### src/rtl/burst_pkg.sv
package burst_pkg;
  typedef enum logic [1:0] {
    TR_IDLE   = 2'b00,
    TR_BUSY   = 2'b01,
    TR_NONSEQ = 2'b10,
    TR_SEQ    = 2'b11
  } trans_t;

  localparam int MAX_BEATS    = 16;
  localparam int CNT_W        = $clog2(MAX_BEATS);
  localparam int MAX_SIZE_LOG = 2;
endpackage

### src/rtl/burst_decode.sv
module burst_decode
  import burst_pkg::*;
#(
  parameter int ADDR_W = 32
) (
  input  logic [ADDR_W-1:0] addr,
  input  logic [2:0]        size,
  input  logic [2:0]        burst,
  output logic              legal,
  output logic              is_wrap,
  output logic [CNT_W-1:0]  last_idx,
  output logic [ADDR_W-1:0] step,
  output logic [ADDR_W-1:0] win_mask
);
  logic [CNT_W:0]      beats;
  logic [ADDR_W-1:0]   win;
  logic                aligned;

  always_comb begin
    case (burst[2:1])
      2'b01:   beats = (CNT_W+1)'(4);
      2'b10:   beats = (CNT_W+1)'(8);
      2'b11:   beats = (CNT_W+1)'(16);
      default: beats = '0;
    endcase
  end

  assign step     = ADDR_W'(1) << size;
  assign win      = {{(ADDR_W-CNT_W-1){1'b0}}, beats} << size;
  assign win_mask = win - ADDR_W'(1);
  assign aligned  = (addr & (step - ADDR_W'(1))) == '0;
  assign is_wrap  = ~burst[0];
  assign last_idx = CNT_W'(beats - (CNT_W+1)'(1));
  assign legal    = (burst[2:1] != 2'b00) && (size <= 3'(MAX_SIZE_LOG)) && aligned;
endmodule

### src/rtl/burst_next_addr.sv
module burst_next_addr #(
  parameter int ADDR_W = 32
) (
  input  logic [ADDR_W-1:0] addr,
  input  logic [ADDR_W-1:0] step,
  input  logic [ADDR_W-1:0] win_mask,
  input  logic              is_wrap,
  output logic [ADDR_W-1:0] nxt
);
  logic [ADDR_W-1:0] sum;

  assign sum = addr + step;

  always_comb begin
    if (is_wrap) nxt = (addr & ~win_mask) | (sum & win_mask);
    else         nxt = sum;
  end
endmodule

### src/rtl/burst_addr_seq.sv
module burst_addr_seq
  import burst_pkg::*;
#(
  parameter int ADDR_W = 32
) (
  input  logic              clk,
  input  logic              rst,
  input  logic              start,
  input  logic [ADDR_W-1:0] start_addr,
  input  logic [2:0]        req_size,
  input  logic [2:0]        req_burst,
  input  logic              hready,
  output logic [ADDR_W-1:0] haddr,
  output logic [1:0]        htrans,
  output logic [2:0]        hburst,
  output logic [2:0]        hsize,
  output logic              done,
  output logic              reject
);
  logic              dec_legal, dec_wrap;
  logic [CNT_W-1:0]  dec_last;
  logic [ADDR_W-1:0] dec_step, dec_mask;

  logic              active_q, wrap_q, done_q, reject_q;
  logic [ADDR_W-1:0] addr_q, step_q, mask_q, addr_nxt;
  logic [CNT_W-1:0]  left_q;
  trans_t            trans_q;
  logic [2:0]        burst_q, size_q;

  burst_decode #(.ADDR_W(ADDR_W)) u_dec (
    .addr     (start_addr),
    .size     (req_size),
    .burst    (req_burst),
    .legal    (dec_legal),
    .is_wrap  (dec_wrap),
    .last_idx (dec_last),
    .step     (dec_step),
    .win_mask (dec_mask)
  );

  burst_next_addr #(.ADDR_W(ADDR_W)) u_nxt (
    .addr     (addr_q),
    .step     (step_q),
    .win_mask (mask_q),
    .is_wrap  (wrap_q),
    .nxt      (addr_nxt)
  );

  always_ff @(posedge clk) begin
    if (rst) begin
      active_q <= 1'b0;
      trans_q  <= TR_IDLE;
      addr_q   <= '0;
      step_q   <= '0;
      mask_q   <= '0;
      wrap_q   <= 1'b0;
      left_q   <= '0;
      burst_q  <= '0;
      size_q   <= '0;
      done_q   <= 1'b0;
      reject_q <= 1'b0;
    end else begin
      done_q   <= 1'b0;
      reject_q <= 1'b0;
      if (!active_q) begin
        if (start) begin
          if (dec_legal) begin
            active_q <= 1'b1;
            trans_q  <= TR_NONSEQ;
            addr_q   <= start_addr;
            step_q   <= dec_step;
            mask_q   <= dec_mask;
            wrap_q   <= dec_wrap;
            left_q   <= dec_last;
            burst_q  <= req_burst;
            size_q   <= req_size;
          end else begin
            reject_q <= 1'b1;
          end
        end
      end else if (hready) begin
        if (left_q == '0) begin
          active_q <= 1'b0;
          trans_q  <= TR_IDLE;
          done_q   <= 1'b1;
        end else begin
          trans_q  <= TR_SEQ;
          addr_q   <= addr_nxt;
          left_q   <= left_q - CNT_W'(1);
        end
      end
    end
  end

  assign haddr  = addr_q;
  assign htrans = trans_q;
  assign hburst = burst_q;
  assign hsize  = size_q;
  assign done   = done_q;
  assign reject = reject_q;
endmodule

### config.mk
export PLATFORM = sky130hd
export DESIGN_NAME = burst_addr_seq
export DESIGN_NICKNAME = d
export VERILOG_FILES = /design/src/rtl/burst_pkg.sv /design/src/rtl/burst_decode.sv /design/src/rtl/burst_next_addr.sv /design/src/rtl/burst_addr_seq.sv
export SDC_FILE = /design/constraint.sdc
export NUM_CORES = 1
export LEC_CHECK = 0
export BUFFER_PORTS_ARGS = -buffer_cell sky130_fd_sc_hd__buf_2
export CAP_MARGIN = 10
export CORE_MARGIN = 2
export CORE_UTILIZATION = 65
export CTS_BUF_LIST = sky130_fd_sc_hd__clkbuf_16
export CTS_CLUSTER_SIZE = 25
export DETAILED_ROUTE_END_ITERATION = 16
export PLACE_DENSITY = 0.86
export RECOVER_POWER = 50
export SKIP_CTS_REPAIR_TIMING = 1
export SYNTH_ARGS = -nofsm -noshare
export SYNTH_HDL_FRONTEND = slang
export SYNTH_HIERARCHICAL = 1
export SYNTH_SLANG_ARGS = --single-unit
### constraint.sdc
create_clock -name clk -period 6.3 [get_ports clk]
set_input_delay 0.945 -clock clk [delete_from_list [all_inputs] [get_ports clk]]
set_output_delay 0.945 -clock clk [all_outputs]
set_load 0.01 [all_outputs]
==> results of run 1 <==
## area by class of cell
type | count | area [um^2]
multi-input combinational | 743 | 4850
fill | 1002 | 3740
sequential | 112 | 2240
timing repair buffer | 91 | 418
clock buffer | 9 | 225
tap | 147 | 184
inverter | 27 | 101
clock inverter | 7 | 93.8
## registers in the layout (all words and copies together) (netlist names)
register	flops
done	1
haddr	32
mask_q	32
hburst	3
active_q	1
wrap_q	1
left_q	4
reject	1
step_q	32
htrans	2
hsize	3
## through the flow
stage	hold slack, ps	total power [uW]	setup WS [ps]	cells	area (um^2)
after floorplan	431	934	3010	1001	7930
after global placement	437	968	2540	1120	7870
after detailed placement	442	972	2400	1120	7870
after CTS	452	1590	2510	1136	8190
after global routing	474	1640	1440	1136	8120
final	450	1580	1600	1136	8120
## kinds of logic after synthesis
| family | synth area share |
|---|---|
| compound gates | 0.285 |
| xor+xnor | 0.0313 |
| fa+ha+maj | 0.0649 |
| buf+inv | 0.106 |
| flops | 0.286 |
| mux | 0.0520 |
| other cells | 0.000959 |
| simple gates | 0.173 |
## layout by cell type, fill, tap and decap left out, types with 3 or more instances in the layout
| cell | Yosys | layout |
|---|---|---|
| nand2b_1 | 12 | 12 |
| dfxtp_1 | 112 | 112 |
| a21o_1 | 19 | 19 |
| o211ai_1 | 4 | 4 |
| o31a_1 | 16 | 16 |
| a2111oi_1 | 9 | 9 |
| nor2_2 | 3 | 3 |
| o21ai_1 | 7 | 7 |
| nand3_1 | 16 | 16 |
| o22ai_1 | 3 | 3 |
| o21bai_1 | 6 | 6 |
| nand4_1 | 5 | 5 |
| nand2_1 | 174 | 174 |
| nor2b_1 | 4 | 4 |
| a31oi_1 | 3 | 3 |
| and3_1 | 6 | 6 |
| buf_2 | 26 | 40 |
| a21oi_1 | 114 | 114 |
| nand3b_1 | 6 | 7 |
| o21ai_0 | 30 | 30 |
| inv_1 | 24 | 24 |
| ha_1 | 39 | 39 |
| a211oi_1 | 3 | 3 |
| nor3b_1 | 3 | 3 |
| nor2_1 | 35 | 35 |
| o31ai_1 | 5 | 5 |
| a2111oi_2 | 8 | 8 |
| mux2i_1 | 35 | 35 |
| xor2_1 | 12 | 12 |
| xnor2_1 | 16 | 16 |
| buf_4 | 53 | 7 |
| o21a_1 | 3 | 3 |
| a31o_1 | 33 | 33 |
| mux2_2 | 5 | 5 |
| nor3_1 | 15 | 15 |
| clkbuf_1 | 32 | 44 |
| conb_1 | 2 | 28 |
| a2111oi_0 | 16 | 16 |
| clkbuf_16 | 0 | 9 |
## layer usage
layer | vias to the layer above | track usage | wire length [um]
li1 | 3428 | - | -
met1 | 3250 | 0.409 | 8790
met2 | 227 | 0.482 | 8890
met3 | 31 | 0.0383 | 1150
met4 | 0 | 0.118 | 445
met5 | - | 0 | 0
## worst min path at each step
stage	startpoint	to	slack (ps)	depth (start not counted)
after floorplan	mask_q[0]$_SDFFE_PP0P_	mask_q[0]$_SDFFE_PP0P_	430	2
after global routing	mask_q[11]$_SDFFE_PP0P_	mask_q[11]$_SDFFE_PP0P_	470	2
after global placement	mask_q[1]$_SDFFE_PP0P_	mask_q[1]$_SDFFE_PP0P_	440	2
final	mask_q[1]$_SDFFE_PP0P_	mask_q[1]$_SDFFE_PP0P_	450	2
after CTS	mask_q[1]$_SDFFE_PP0P_	mask_q[1]$_SDFFE_PP0P_	450	2
after detailed placement	mask_q[1]$_SDFFE_PP0P_	mask_q[1]$_SDFFE_PP0P_	440	2
## worst max-delay path, cell delays in order (launching register included)
cell and delay, ps:
dfxtp_1 1010, clkbuf_1 1460, nand3b_1 580, buf_4 880, a2111oi_0 280, a31o_1 300
## report_power, final
| part | internal, uW | leakage, uW | switching [uW] |
|---|---|---|---|
| sequential | 725 | 0.000906 | 18.5 |
| combinational | 80.1 | 0.00205 | 134 |
| clock | 350 | 0.000154 | 275 |
==> impl_results.md, run 1 <==
* Outcome: finished, violations left
* Failing checks: capacitance limit, slew limit
* Yosys top cell area share at 0.286
* Worst R2R Start: active_q$_SDFF_PP0_
* Fin crit share at 0.746
* Nets at 1,066
* # IOs at 84
* Pwr Density at 195 nW/um^2
* Worst-case clock buffer depth at 2
* Via count at 6,936
* Hold Crit Class: flip-flop to flip-flop
* Register clock-pin slew on the reported worst setup and hold paths at 70 ps
* Worst-path fanout max at 96
* Crit end category: flip-flop
* Synth Area per Inst at 8.03 um^2
* Yosys top cell by area: dfxtp_1
* Synth cell types at 80
* Yosys warnings at 6
* Total Routed Length at 19,300 um
* Final setup TNS at 0 ps
* Die Y at 114 um
* CTS root buf: clkbuf_16
* Most numerous cell in the Yosys netlist: nand2_1
* Most area-consuming cells after synthesis: dfxtp_1 29%, nand2_1 8.3%, a21oi_1 7.3%
* Fmax at 0.213 GHz
* 1st-pass router iterations at 6
* Worst reg-to-reg path cell count at 5
* H-tree levels at 3
* Post-layout min period at roughly 4700 ps
* Clk_lat worst skew at 360 ps
* Final Util at 0.684
* Synth top cells by count: 174 x nand2_1, 114 x a21oi_1, 112 x dfxtp_1, 53 x buf_4, 39 x ha_1
* TritonCTS clock tree: yes
* Die area at 12,900 um^2
* Critical path startpoint category: flip-flop
* Dominant synthesized flop cell: dfxtp_1
* FF+latch count, synth at 112
* Dpl hpwl at 12,600 um
* Synth async-reset ratio at 0
* # port buffers at 83
* Crit. Startpoint: active_q$_SDFF_PP0_
* ANT cells at 0
* Final hold violations at 0
* Row cnt at 40
* Final setup fails at 0
* Critical Path End: haddr[15]$_SDFFE_PP0P_
* Total track usage at 0.299
* Drt wl/cell at 17.0 um
* Clock skew at between 6 and 7 ps
* Area delta synth->final at 3.71%
* First-pass GRT wire length at 31,400 um
* Largest net degree at the start of global routing at 97
* Share of the yosys chip area belonging to registers at 0.286
* RSZ-0062 raised after global routing: false
* Total grt overflow at 0
* Gpl congestion at 0.900
* Pleak at 0.00311 uW
* Layout cells sized above 1 at 0.103
* Total CTS buffers at 9
* RR Endpoint: haddr[15]$_SDFFE_PP0P_
* DIE WIDTH at between 100 and 150 um
* Max VDD drop at 209 uV
* Drt initial violations at roughly 690
* Sink Count at 112
* Area of the core at 11,900 um^2
* Number of synthesized flops with an enable pin at 0
* Register-to-register setup slack at 1600 ps
* Synth Instances at 975
* Critical path class: flip-flop to flip-flop
* Starting density of the core at 0.660
* Data required, critical path at 6560 ps
* Routed Antenna Nets at 0
* # Max-Cap Violations at 3
* Post-route DRC at 0
* Slew headroom at -0.389
* Initial antenna violation count at 0
* Mapped Area at 7830 um^2
* Least-Margin Pin Slew at 2080 ps
* Vias in the first global route at 6,468
* CP arrival at 4960 ps
* Vias per Instance at 6.11
* Slew Viols, Final at between 100 and 150
Note: power is estimated with default switching activity, not from simulation.
==> run 2: changes to the inputs <==
Settings changed: ABC_AREA set to 1, CORE_UTILIZATION 65 to 61, PLACE_DENSITY 0.86 to 0.81.
Clock period 6.3 ns to 4.87 ns, I/O delays scaled along.
==> run 2 against run 1 <==
The flow still finishes with violations (capacitance limit, slew limit). Flip-flop and latch count unchanged. Worst hold slack better by 35 ps. Via count is 13% higher. Sequential power is 32% higher. Final area grew 3.6%. Core utilization is 4.2 points lower. Sequential share of layout area decreased by 0.96 points. Power up 28%. Clock power increased by 16%. Combinational power is 48% higher. Critical path depth grew 8. Synthesized cell count increased by 36%.
==> impl_results.md, run 2 <==
* Comb power frac at 0.156 (+0.021)
* Pwr Density at 240 nW/um^2 (+23%)
* Final setup TNS at 0 ps (unchanged)
* Clock Power Share at 0.360 (-0.035)
* Dominant synthesized flop cell: dfxtp_1
* Drt initial violations at 526 (-24%)
* Internal at 1460 uW (+26%)
* Layout cells sized above 1 at 0.0765 (-0.0267)
* Total grt overflow at 0 (unchanged)
* CP arrival at 4090 ps (-870 ps)
* Mapped Area at 8070 um^2 (+3.1%)
* Worst-path fanout max at 72 (-25%)
* First-pass GRT wire length at 33,100 um (+5.4%)
* Critical path startpoint category: input port
* ANT cells at 0 (unchanged)
* Placement Setup Slack at 1020 ps (-1380 ps)
* Slew headroom at -0.332 (+0.0574)
* Post-DP Area at 8200 um^2 (+4.1%)
* Commonest non-fill, non-tap cells in the layout: 356 x nand2_1, 285 x nor2_1, 128 x inv_1, 112 x dfxtp_1, 107 x o21ai_0
* Final setup fails at 0 (unchanged)
* Least-Margin Pin Slew at 2000 ps (-86.2 ps)
* Post-synthesis simple-gate area fraction at 0.379 (+0.206)
* Synth Instances at 1,326 (+36%)
* Worst reg-to-reg path cell count at 7 (+2)
* Seq pwr share at 0.484 (+0.014)
* Drt wl/cell at 12.9 um (-24%)
* Worst-case clock buffer depth at 2 (unchanged)
* Final Util at 0.643 (-0.0417)
* Synth cell types at 42 (-48%)
* DIE WIDTH at 119 um (+4.6%)
* Share of the yosys chip area belonging to registers at 0.278 (-0.00853)
* Outcome: finished, violations left
* Die Y at 119 um (+4.6%)
* Fmax at between 0.2 and 0.3 GHz
* Post-route DRC at 0 (unchanged)
* Pleak at 0.00430 uW (+38%)
* Failing checks: capacitance limit, slew limit
* Post-layout min period at about 3800 ps
* Max VDD drop at 168 uV (-19%)
* Largest net degree at the start of global routing at 73 (-25%)
* Final hold violations at 0 (unchanged)
* Switching power at 565 uW (+32%)
* Initial antenna violation count at 0 (unchanged)
* Total track usage at 0.286 (-0.0130)
* Via count at 7,803 (+13%)
* Post-Synth XOR/XNOR Area at 0.0195 (-0.0118)
* Sink Count at 112 (unchanged)
* Number of synthesized flops with an enable pin at 0 (unchanged)
* Synth async-reset ratio at 0 (unchanged)
* Yosys top cell area share at 0.278 (-0.00853)
* Area of the core at 13,100 um^2 (+10%)
* Switching share of power at 0.279 (+0.00895)
* Total Routed Length at 19,800 um (+2.5%)
* Most area-consuming cells after synthesis: dfxtp_1 28%, nand2_1 17%, nor2_1 13%
* 1st-pass router iterations at 5 (-1)
* Data required, critical path at 5160 ps (-1400 ps)
* WHS at 485 ps (+35.2 ps)
* Hold Crit Class: flip-flop to flip-flop
* Vias per Instance at 5.08 (-17%)
* Commonest non-fill, non-tap cell in the layout: nand2_1
* Most numerous cell in the Yosys netlist: nand2_1
* Total CTS buffers at 9 (unchanged)
* Clk_lat worst skew at 370 ps (about the same)
* Synth Area in Compound Gates at 0.109 (-0.176)
* Largest family of logic cells by synthesized area: simple AND/OR/NAND/NOR gates
* Nets at 1,438 (+35%)
* Fin area at 8410 um^2 (+3.6%)
* Die area at 14,200 um^2 (+9.5%)
* Area occupied by multi-input gates at 4770 um^2 (-1.7%)
* Yosys top cell by area: dfxtp_1
* Synth top cells by count: 355 x nand2_1, 285 x nor2_1, 125 x inv_1, 112 x dfxtp_1, 106 x o21ai_0
* Synthesized-area fraction occupied by adder cells at 0.0630 (-0.00193)
* Row cnt at 42 (+5.0%)
* Fin crit share at 0.781
* FILL cells at 1,307 (+30%)
* Register clock-pin slew on the reported worst setup and hold paths at 70 ps (about the same)
* Synth Area per Inst at 6.08 um^2 (-24%)
* Crit end category: flip-flop
* Dpl hpwl at 14,100 um (+12%)
* Storage element area at 2240 um^2 (unchanged)
* H-tree levels at 3 (unchanged)
* Cell depth of the worst hold path at 2 (unchanged)
* RSZ-0062 raised after global routing: false
* TritonCTS clock tree: yes
* Yosys warnings at 6 (unchanged)
* # Max-Cap Violations at 2 (-1)
* CTS root buf: clkbuf_16
* Post-synthesis mux area share at 0.00822 (-0.0437)
* # IOs at 84 (unchanged)
* Vias in the first global route at 7,024 (+8.6%)
* Area delta synth->final at 4.23%
* Setup ws final at 1070 ps (-531 ps)
* Clock skew at 10.4 ps (+3.87 ps)
* Routed Antenna Nets at 0 (unchanged)
* FF+latch count, synth at 112 (unchanged)
* # port buffers at 83 (unchanged)
* Critical path class: input port to flip-flop
* Slew Viols, Final at 105 (-10%)
* Starting density of the core at 0.617 (-0.0434)
* Gpl congestion at 0.964 (+7.1%)
==> run 2: critical path, stage by stage <==
cell and delay, ps:
buf_2 180, inv_1 180, nor2_1 170, inv_1 60, ha_1 270, nor2_1 40
nor2_1 80, o2111ai_1 100, a21oi_1 210, nand3_2 590, inv_2 1220, nor2_1 110
nor2_1 140
==> run 2: metal layers <==
layer  share of wire  GRT usage
met1            0.50      0.404
met2            0.43      0.446
met3           0.055     0.0407
met4           0.020     0.0997
met5               0          0
==> run 2: layout make-up <==
type	instances	share of cell area
clock inverter	6	0.00625
tap	176	0.0262
clock buffer	9	0.0268
multi-input combinational	1011	0.567
sequential	112	0.267
timing repair buffer	88	0.0469
inverter	134	0.0598
==> run 2: cells by family (layout without fill, tap and decap cells) <==
logic type               count (synthesis)  count (layout)
XOR/XNOR                                18              18
AND/OR/NAND/NOR                        751             751
buffers and inverters                  229             237
adder cells (fa/ha/maj)                 40              40
flip-flops                             112             112
other                                    2              28
AO/OA/AOI/OAI                          168             168
multiplexers                             6               6
==> run 2: path summary, 6_finish.rpt <==
path	startpoint	endpoint	slack, ps
setup reg to reg	active_q$_SDFF_PP0_	left_q[1]$_SDFFE_PP0P_	1460
hold / removal	mask_q[23]$_SDFFE_PP0P_	mask_q[23]$_SDFFE_PP0P_	490
setup / recovery	req_size[2]	step_q[4]$_SDFFE_PP0P_	1070
hold reg to reg	mask_q[23]$_SDFFE_PP0P_	mask_q[23]$_SDFFE_PP0P_	490
==> run 2: power by group through the flow <==
stage	Combinational, uW	Sequential, uW	Clock, uW
detailed placement	315	999	0
finish	316	979	727
CTS	317	978	736
global placement	309	998	0
floorplan	258	999	0
global route	361	983	773
==> run 2: through the flow <==
stage               total power [uW]  cells
floorplan                       1260   1352
global placement                1310   1521
detailed placement              1310   1521
CTS                             2030   1536
global route                    2120   1536
finish                          2020   1536
